File: config.mk
export PLATFORM = sky130hd
export DESIGN_NAME = pll_ctl_top
export DESIGN_NICKNAME = d
export VERILOG_FILES = /design/src/rtl/pll_ctl_pkg.sv /design/src/rtl/pll_range_chk.sv /design/src/rtl/pll_div_check.sv /design/src/rtl/pll_lock_timer.sv /design/src/rtl/pll_ctl_top.sv
export SDC_FILE = /design/constraint.sdc
export NUM_CORES = 1
export LEC_CHECK = 0
export CAP_MARGIN = 20
export CORE_MARGIN = 4
export CORE_UTILIZATION = 43
export CTS_BUF_LIST = sky130_fd_sc_hd__clkbuf_4 sky130_fd_sc_hd__clkbuf_8 sky130_fd_sc_hd__clkbuf_16
export CTS_CLUSTER_SIZE = 8
export DETAILED_ROUTE_END_ITERATION = 10
export PLACE_DENSITY_LB_ADDON = 0.08
export SYNTH_ARGS = -nofsm -noshare
export SYNTH_HDL_FRONTEND = slang
export SYNTH_SLANG_ARGS = --single-unit
File: constraint.sdc
create_clock -name clk -period 3.2 [get_ports clk]
set_clock_uncertainty 0.05 [all_clocks]
set_input_delay 0.64 -clock clk [delete_from_list [all_inputs] [get_ports clk]]
set_output_delay 0.64 -clock clk [all_outputs]
set_load 0.05 [all_outputs]
File: src/rtl/pll_ctl_pkg.sv
package pll_ctl_pkg;
    localparam int M_W      = 10;
    localparam int P_W      = 6;
    localparam int S_W      = 3;
    localparam int EN_BIT   = 31;
    localparam int LOCK_BIT = 29;
    localparam int M_LSB    = 16;
    localparam int P_LSB    = 8;
    localparam int S_LSB    = 0;
    localparam int M_MIN    = 64;
    localparam int M_MAX    = 1023;
    localparam int P_MIN    = 1;
    localparam int P_MAX    = 63;
    localparam int S_MIN    = 1;
    localparam int S_MAX    = 5;
    localparam int M_RST    = 200;
    localparam int P_RST    = 3;
    localparam int S_RST    = 1;

    typedef struct packed {
        logic [M_W-1:0] m;
        logic [P_W-1:0] p;
        logic [S_W-1:0] s;
    } div_set_t;

    typedef struct packed {
        logic     en;
        div_set_t div;
        logic     err;
    } ctl_reg_t;
endpackage

File: src/rtl/pll_range_chk.sv
module pll_range_chk #(
    parameter int W  = 8,
    parameter int LO = 0,
    parameter int HI = 255
) (
    input  logic [W-1:0] val,
    output logic         ok
);
    localparam logic [W-1:0] LO_V = W'(LO);
    localparam logic [W-1:0] HI_V = W'(HI);
    localparam bit HI_NEEDED = (HI < (2 ** W) - 1);
    localparam bit LO_NEEDED = (LO > 0);

    logic lo_ok;
    logic hi_ok;

    generate
        if (LO_NEEDED) begin : g_lo
            assign lo_ok = (val >= LO_V);
        end else begin : g_lo_none
            assign lo_ok = 1'b1;
        end
        if (HI_NEEDED) begin : g_hi
            assign hi_ok = (val <= HI_V);
        end else begin : g_hi_none
            assign hi_ok = 1'b1;
        end
    endgenerate

    assign ok = lo_ok & hi_ok;
endmodule

File: src/rtl/pll_div_check.sv
module pll_div_check
    import pll_ctl_pkg::*;
(
    input  div_set_t cand,
    output logic     legal
);
    logic m_ok;
    logic p_ok;
    logic s_ok;

    pll_range_chk #(.W(M_W), .LO(M_MIN), .HI(M_MAX)) u_m_rng (.val(cand.m), .ok(m_ok));
    pll_range_chk #(.W(P_W), .LO(P_MIN), .HI(P_MAX)) u_p_rng (.val(cand.p), .ok(p_ok));
    pll_range_chk #(.W(S_W), .LO(S_MIN), .HI(S_MAX)) u_s_rng (.val(cand.s), .ok(s_ok));

    assign legal = m_ok & p_ok & s_ok;
endmodule

File: src/rtl/pll_lock_timer.sv
module pll_lock_timer #(
    parameter int LOCK_CYCLES = 256
) (
    input  logic clk,
    input  logic rst_n,
    input  logic clr,
    input  logic load,
    output logic locked
);
    localparam int CW = $clog2(LOCK_CYCLES + 1);
    localparam logic [CW-1:0] LOAD_V = CW'(LOCK_CYCLES);
    localparam logic [CW-1:0] ONE_V  = CW'(1);

    typedef struct packed {
        logic [CW-1:0] cnt;
        logic          locked;
    } tmr_t;

    tmr_t t_d;
    tmr_t t_q;

    always_comb begin
        t_d = t_q;
        if (clr) begin
            t_d.cnt    = '0;
            t_d.locked = 1'b0;
        end else if (load) begin
            t_d.cnt    = LOAD_V;
            t_d.locked = 1'b0;
        end else if (t_q.cnt != '0) begin
            t_d.cnt    = t_q.cnt - ONE_V;
            t_d.locked = (t_q.cnt == ONE_V);
        end
    end

    always_ff @(posedge clk) begin
        if (!rst_n) begin
            t_q <= '0;
        end else begin
            t_q <= t_d;
        end
    end

    assign locked = t_q.locked;
endmodule

File: src/rtl/pll_ctl_top.sv
module pll_ctl_top
    import pll_ctl_pkg::*;
#(
    parameter int LOCK_CYCLES = 256
) (
    input  logic           clk,
    input  logic           rst_n,
    input  logic           wr_en,
    input  logic [31:0]    wr_data,
    input  logic           lowpwr_req,
    output logic [31:0]    rd_data,
    output logic           pll_en,
    output logic [M_W-1:0] pll_m,
    output logic [P_W-1:0] pll_p,
    output logic [S_W-1:0] pll_s,
    output logic           pll_locked,
    output logic           cfg_err
);
    localparam ctl_reg_t RST_V = '{
        en:  1'b0,
        div: '{m: M_W'(M_RST), p: P_W'(P_RST), s: S_W'(S_RST)},
        err: 1'b0
    };

    ctl_reg_t r_d;
    ctl_reg_t r_q;
    div_set_t cand;
    logic     legal;
    logic     tmr_clr;
    logic     tmr_load;
    logic     locked;

    assign cand.m = wr_data[M_LSB +: M_W];
    assign cand.p = wr_data[P_LSB +: P_W];
    assign cand.s = wr_data[S_LSB +: S_W];

    pll_div_check u_chk_div (
        .cand  (cand),
        .legal (legal)
    );

    always_comb begin
        r_d      = r_q;
        tmr_clr  = 1'b0;
        tmr_load = 1'b0;
        if (wr_en && legal) begin
            r_d.div = cand;
            r_d.en  = wr_data[EN_BIT] & ~lowpwr_req;
            if (!r_d.en) begin
                tmr_clr = 1'b1;
            end else if (!r_q.en || (cand.m != r_q.div.m) || (cand.p != r_q.div.p)) begin
                tmr_load = 1'b1;
            end
        end else if (lowpwr_req) begin
            r_d.en  = 1'b0;
            tmr_clr = 1'b1;
        end
        if (wr_en && !legal) begin
            r_d.err = 1'b1;
        end
    end

    always_ff @(posedge clk) begin
        if (!rst_n) begin
            r_q <= RST_V;
        end else begin
            r_q <= r_d;
        end
    end

    pll_lock_timer #(.LOCK_CYCLES(LOCK_CYCLES)) u_timer (
        .clk    (clk),
        .rst_n  (rst_n),
        .clr    (tmr_clr),
        .load   (tmr_load),
        .locked (locked)
    );

    always_comb begin
        rd_data                 = '0;
        rd_data[EN_BIT]         = r_q.en;
        rd_data[LOCK_BIT]       = locked;
        rd_data[M_LSB +: M_W]   = r_q.div.m;
        rd_data[P_LSB +: P_W]   = r_q.div.p;
        rd_data[S_LSB +: S_W]   = r_q.div.s;
    end

    assign pll_en     = r_q.en;
    assign pll_m      = r_q.div.m;
    assign pll_p      = r_q.div.p;
    assign pll_s      = r_q.div.s;
    assign pll_locked = locked;
    assign cfg_err    = r_q.err;
endmodule

==> run_results.csv <==
group,metric,value,unit
setup_path,worstSetupPathType,"input port to register",
yosys,ys_types,31,
setup_path,worst-path-buf-inv,1,
placement,io_buffers,66,
finish,synthToLayoutAreaGrowth,35.3,%
placement,hpwl,3080,um
clocking,ctsResizeCount,0,
yosys,yosysWarnings,0,
sta,min_period,2.29,ns
power_and_ir_drop,cellLeakagePower,0.000976,uW
floorplanning,die_w,71.9,um
yosys,avgSynthCellArea,9.37,um2
sta,hold_viol,0,
global_route,grt_pass1_wl,6580,um
yosys,async_flop_share,0,
placement,gp_congestion,0.800,
power_and_ir_drop,vdd_drop_max,0.263,mV
finish,final_common_cell,"clkdlybuf4s50_1",
setup_path,crit_chain,"clkdlybuf4s50_1, nor4_1, a21oi_1, nand3_2, a31oi_2, nor3_1",
sta,relSlewSlack,0.657,
clocking,tritoncts,"yes",
floorplanning,io_pins,90,
route,dr.first_iter.drc_count,36,
clocking,h-tree-depth,2,
placement,place_area,0.00227,mm2
min_path,hp-class,"register to register",
global_route,grt_max_degree,22,
global_route,antenna_found_initial,0,
yosys,synthCells,187,
setup_path,required,3.30,ns
power_and_ir_drop,p_per_area,570,mW/mm2
floorplanning,start_util,0.461,
placement,pre_cts_slack,0.590,ns
clocking,numCtsBuffers,5,
setup_path,path_max_fanout,9,
route,final_antenna_net_count,0,
sta,setup_tns,0,ns
sta,hold_ws,0.462,ns
clocking,cts_hold_buf,0,
finish,stdcell_area,0.00237,mm2
clocking,cts_root_buf,"clkbuf_8",
yosys,ys_seq_area_frac,0.354,
setup_path,startpoint_type,"input port",
finish,mostFrequentLayoutCells,"clkdlybuf4s50_1 (66), dfxtp_1 (31), mux2i_1 (22)",
setup_path,slowest_stage,"clkdlybuf4s50_1",
sta,layout_setup_ws,0.914,ns
route,vias_per_cell,4.87,
yosys,synthFlopType,"dfxtp_1",
route,wl_per_cell,13.8,um
clocking,clk_latency,0.28,ns
setup_path,critPathCaptureType,"register",
finish,fill_cells,338,
global_route,grt_overflow,0,
job,max-cap-violations,0,
yosys,synth_edf_count,0,
clocking,clock_path_buffers,2,
finish,layout-drive-gt1-share,0.0802,
sta,drv_slew,0,
setup_path,cp_data_arrival_time,2.38,ns
floorplanning,rows,22,
clocking,postCtsSetupRepairBufs,0,
sta,fmax,437,MHz
sta,period_share,0.714,
finish,nets,274,
clocking,clkSinkCount,31,
route,via_count,1388,
setup_path,path_delay_family,"compound AO/OA/AOI/OAI gates",
global_route,grt_pass1_vias,1435,
floorplanning,die_area,0.00516,mm2
global_route,grt_use_total,0.162,
yosys,ys_seq_elements,31,
clocking,path_clk_slew,0.06,ns
floorplanning,core-area,0.00380,mm2
yosys,synth_area,0.00175,mm2
setup_path,cpPeakStageDelay,0.55,ns
route,drc,0,
sta,rsz0062_at_grt,"no",
route,wl,3920,um
finish,antenna_cells,0,
status,status,"completed",
route,drtPass1Iterations,4,
sta,tightestPinTransition,0.513,ns
floorplanning,die_h,71.9,um
sta,setup_viol,0,
where the power goes:
group          switching (uW)  internal (uW)  total, uW
logic                     321            228        548
clock network             142            205        347
registers                35.7            420        455
total                     499            852       1350
worst reg2reg max path, stage by stage (launching register included):
cell	delay (ns)
dfxtp_1	0.40
xnor2_1	0.15
nand4_1	0.11
nor3_1	0.37
a31oi_2	0.30
a2111oi_2	0.32
per-layer routing:
layer,track usage,wire [um],up-vias
met4,0.0501,37,0
li1,-,-,690
met2,0.290,2060,46
met5,0,0,-
met1,0.174,1550,647
met3,0.0645,278,5
cells by family (layout without fill, tap and decap cells):
kind of cell / after synthesis / after routing / share of synthesized area
other: 1 / 11 / 0.00214
AND/OR/NAND/NOR: 59 / 59 / 0.191
adder cells (fa/ha/maj): 2 / 2 / 0.0143
AO/OA/AOI/OAI: 11 / 11 / 0.0471
multiplexers: 24 / 24 / 0.138
flip-flops: 31 / 31 / 0.354
buffers and inverters: 40 / 80 / 0.158
XOR/XNOR: 19 / 19 / 0.0949
sequential cells by signal (all words and copies together) (netlist names):
name            count
pll_en              1
pll_s               3
u_timer.t_q         9
u_timer.locked      1
pll_p               6
pll_m              10
cfg_err             1
area by class of cell:
| class | count | area (um2) | share of cell area |
|---|---|---|---|
| multi-input cells | 126 | 892 | 0.376 |
| repair buffers | 69 | 683 | 0.288 |
| flip-flops and latches | 31 | 621 | 0.262 |
| clock buffers | 8 | 104 | 0.0438 |
| well taps | 48 | 60.1 | 0.0253 |
| inverters | 3 | 11.3 | 0.00475 |
stage by stage:
| step | power (uW) | cells | utilization |
|---|---|---|---|
| 2_1_floorplan | 897 | 197 | - |
| 3_3_place_gp | 998 | 277 | 0.597 |
| 3_5_place_dp | 1010 | 277 | 0.597 |
| 4_1_cts | 1370 | 285 | 0.624 |
| 5_1_grt | 1430 | 285 | 0.624 |
| 6_report | 1350 | 285 | 0.624 |
synthesized netlist by cell type, drive strengths merged, types with 2 or more instances:
library cell,count,area (um2)
nand2,11,41.3
clkbuf,3,11.3
nor4,4,25.0
or4,2,18.8
a21oi,4,20.0
a211oi,2,15.0
nor3,11,55.1
nand4,2,12.5
inv,3,11.3
ha,2,25.0
xnor2,13,114
buf,34,255
dfxtp,31,621
nand3,3,20.0
xor2,6,52.6
nor2b,14,87.6
mux2,2,22.5
mux2i,22,220
nor2,8,30.0
final timing paths:
kind	from	endpoint	slack, ns	cells after the start
worst min-delay path	cfg_err	cfg_err	0.46	2
worst max-delay path	wr_data[22]	u_timer.t_q[8]	0.91	6
worst min register to register	cfg_err	cfg_err	0.46	2
worst max register to register	pll_p[4]	u_timer.t_q[2]	1.40	5
Power figures use the tool's default switching activity.
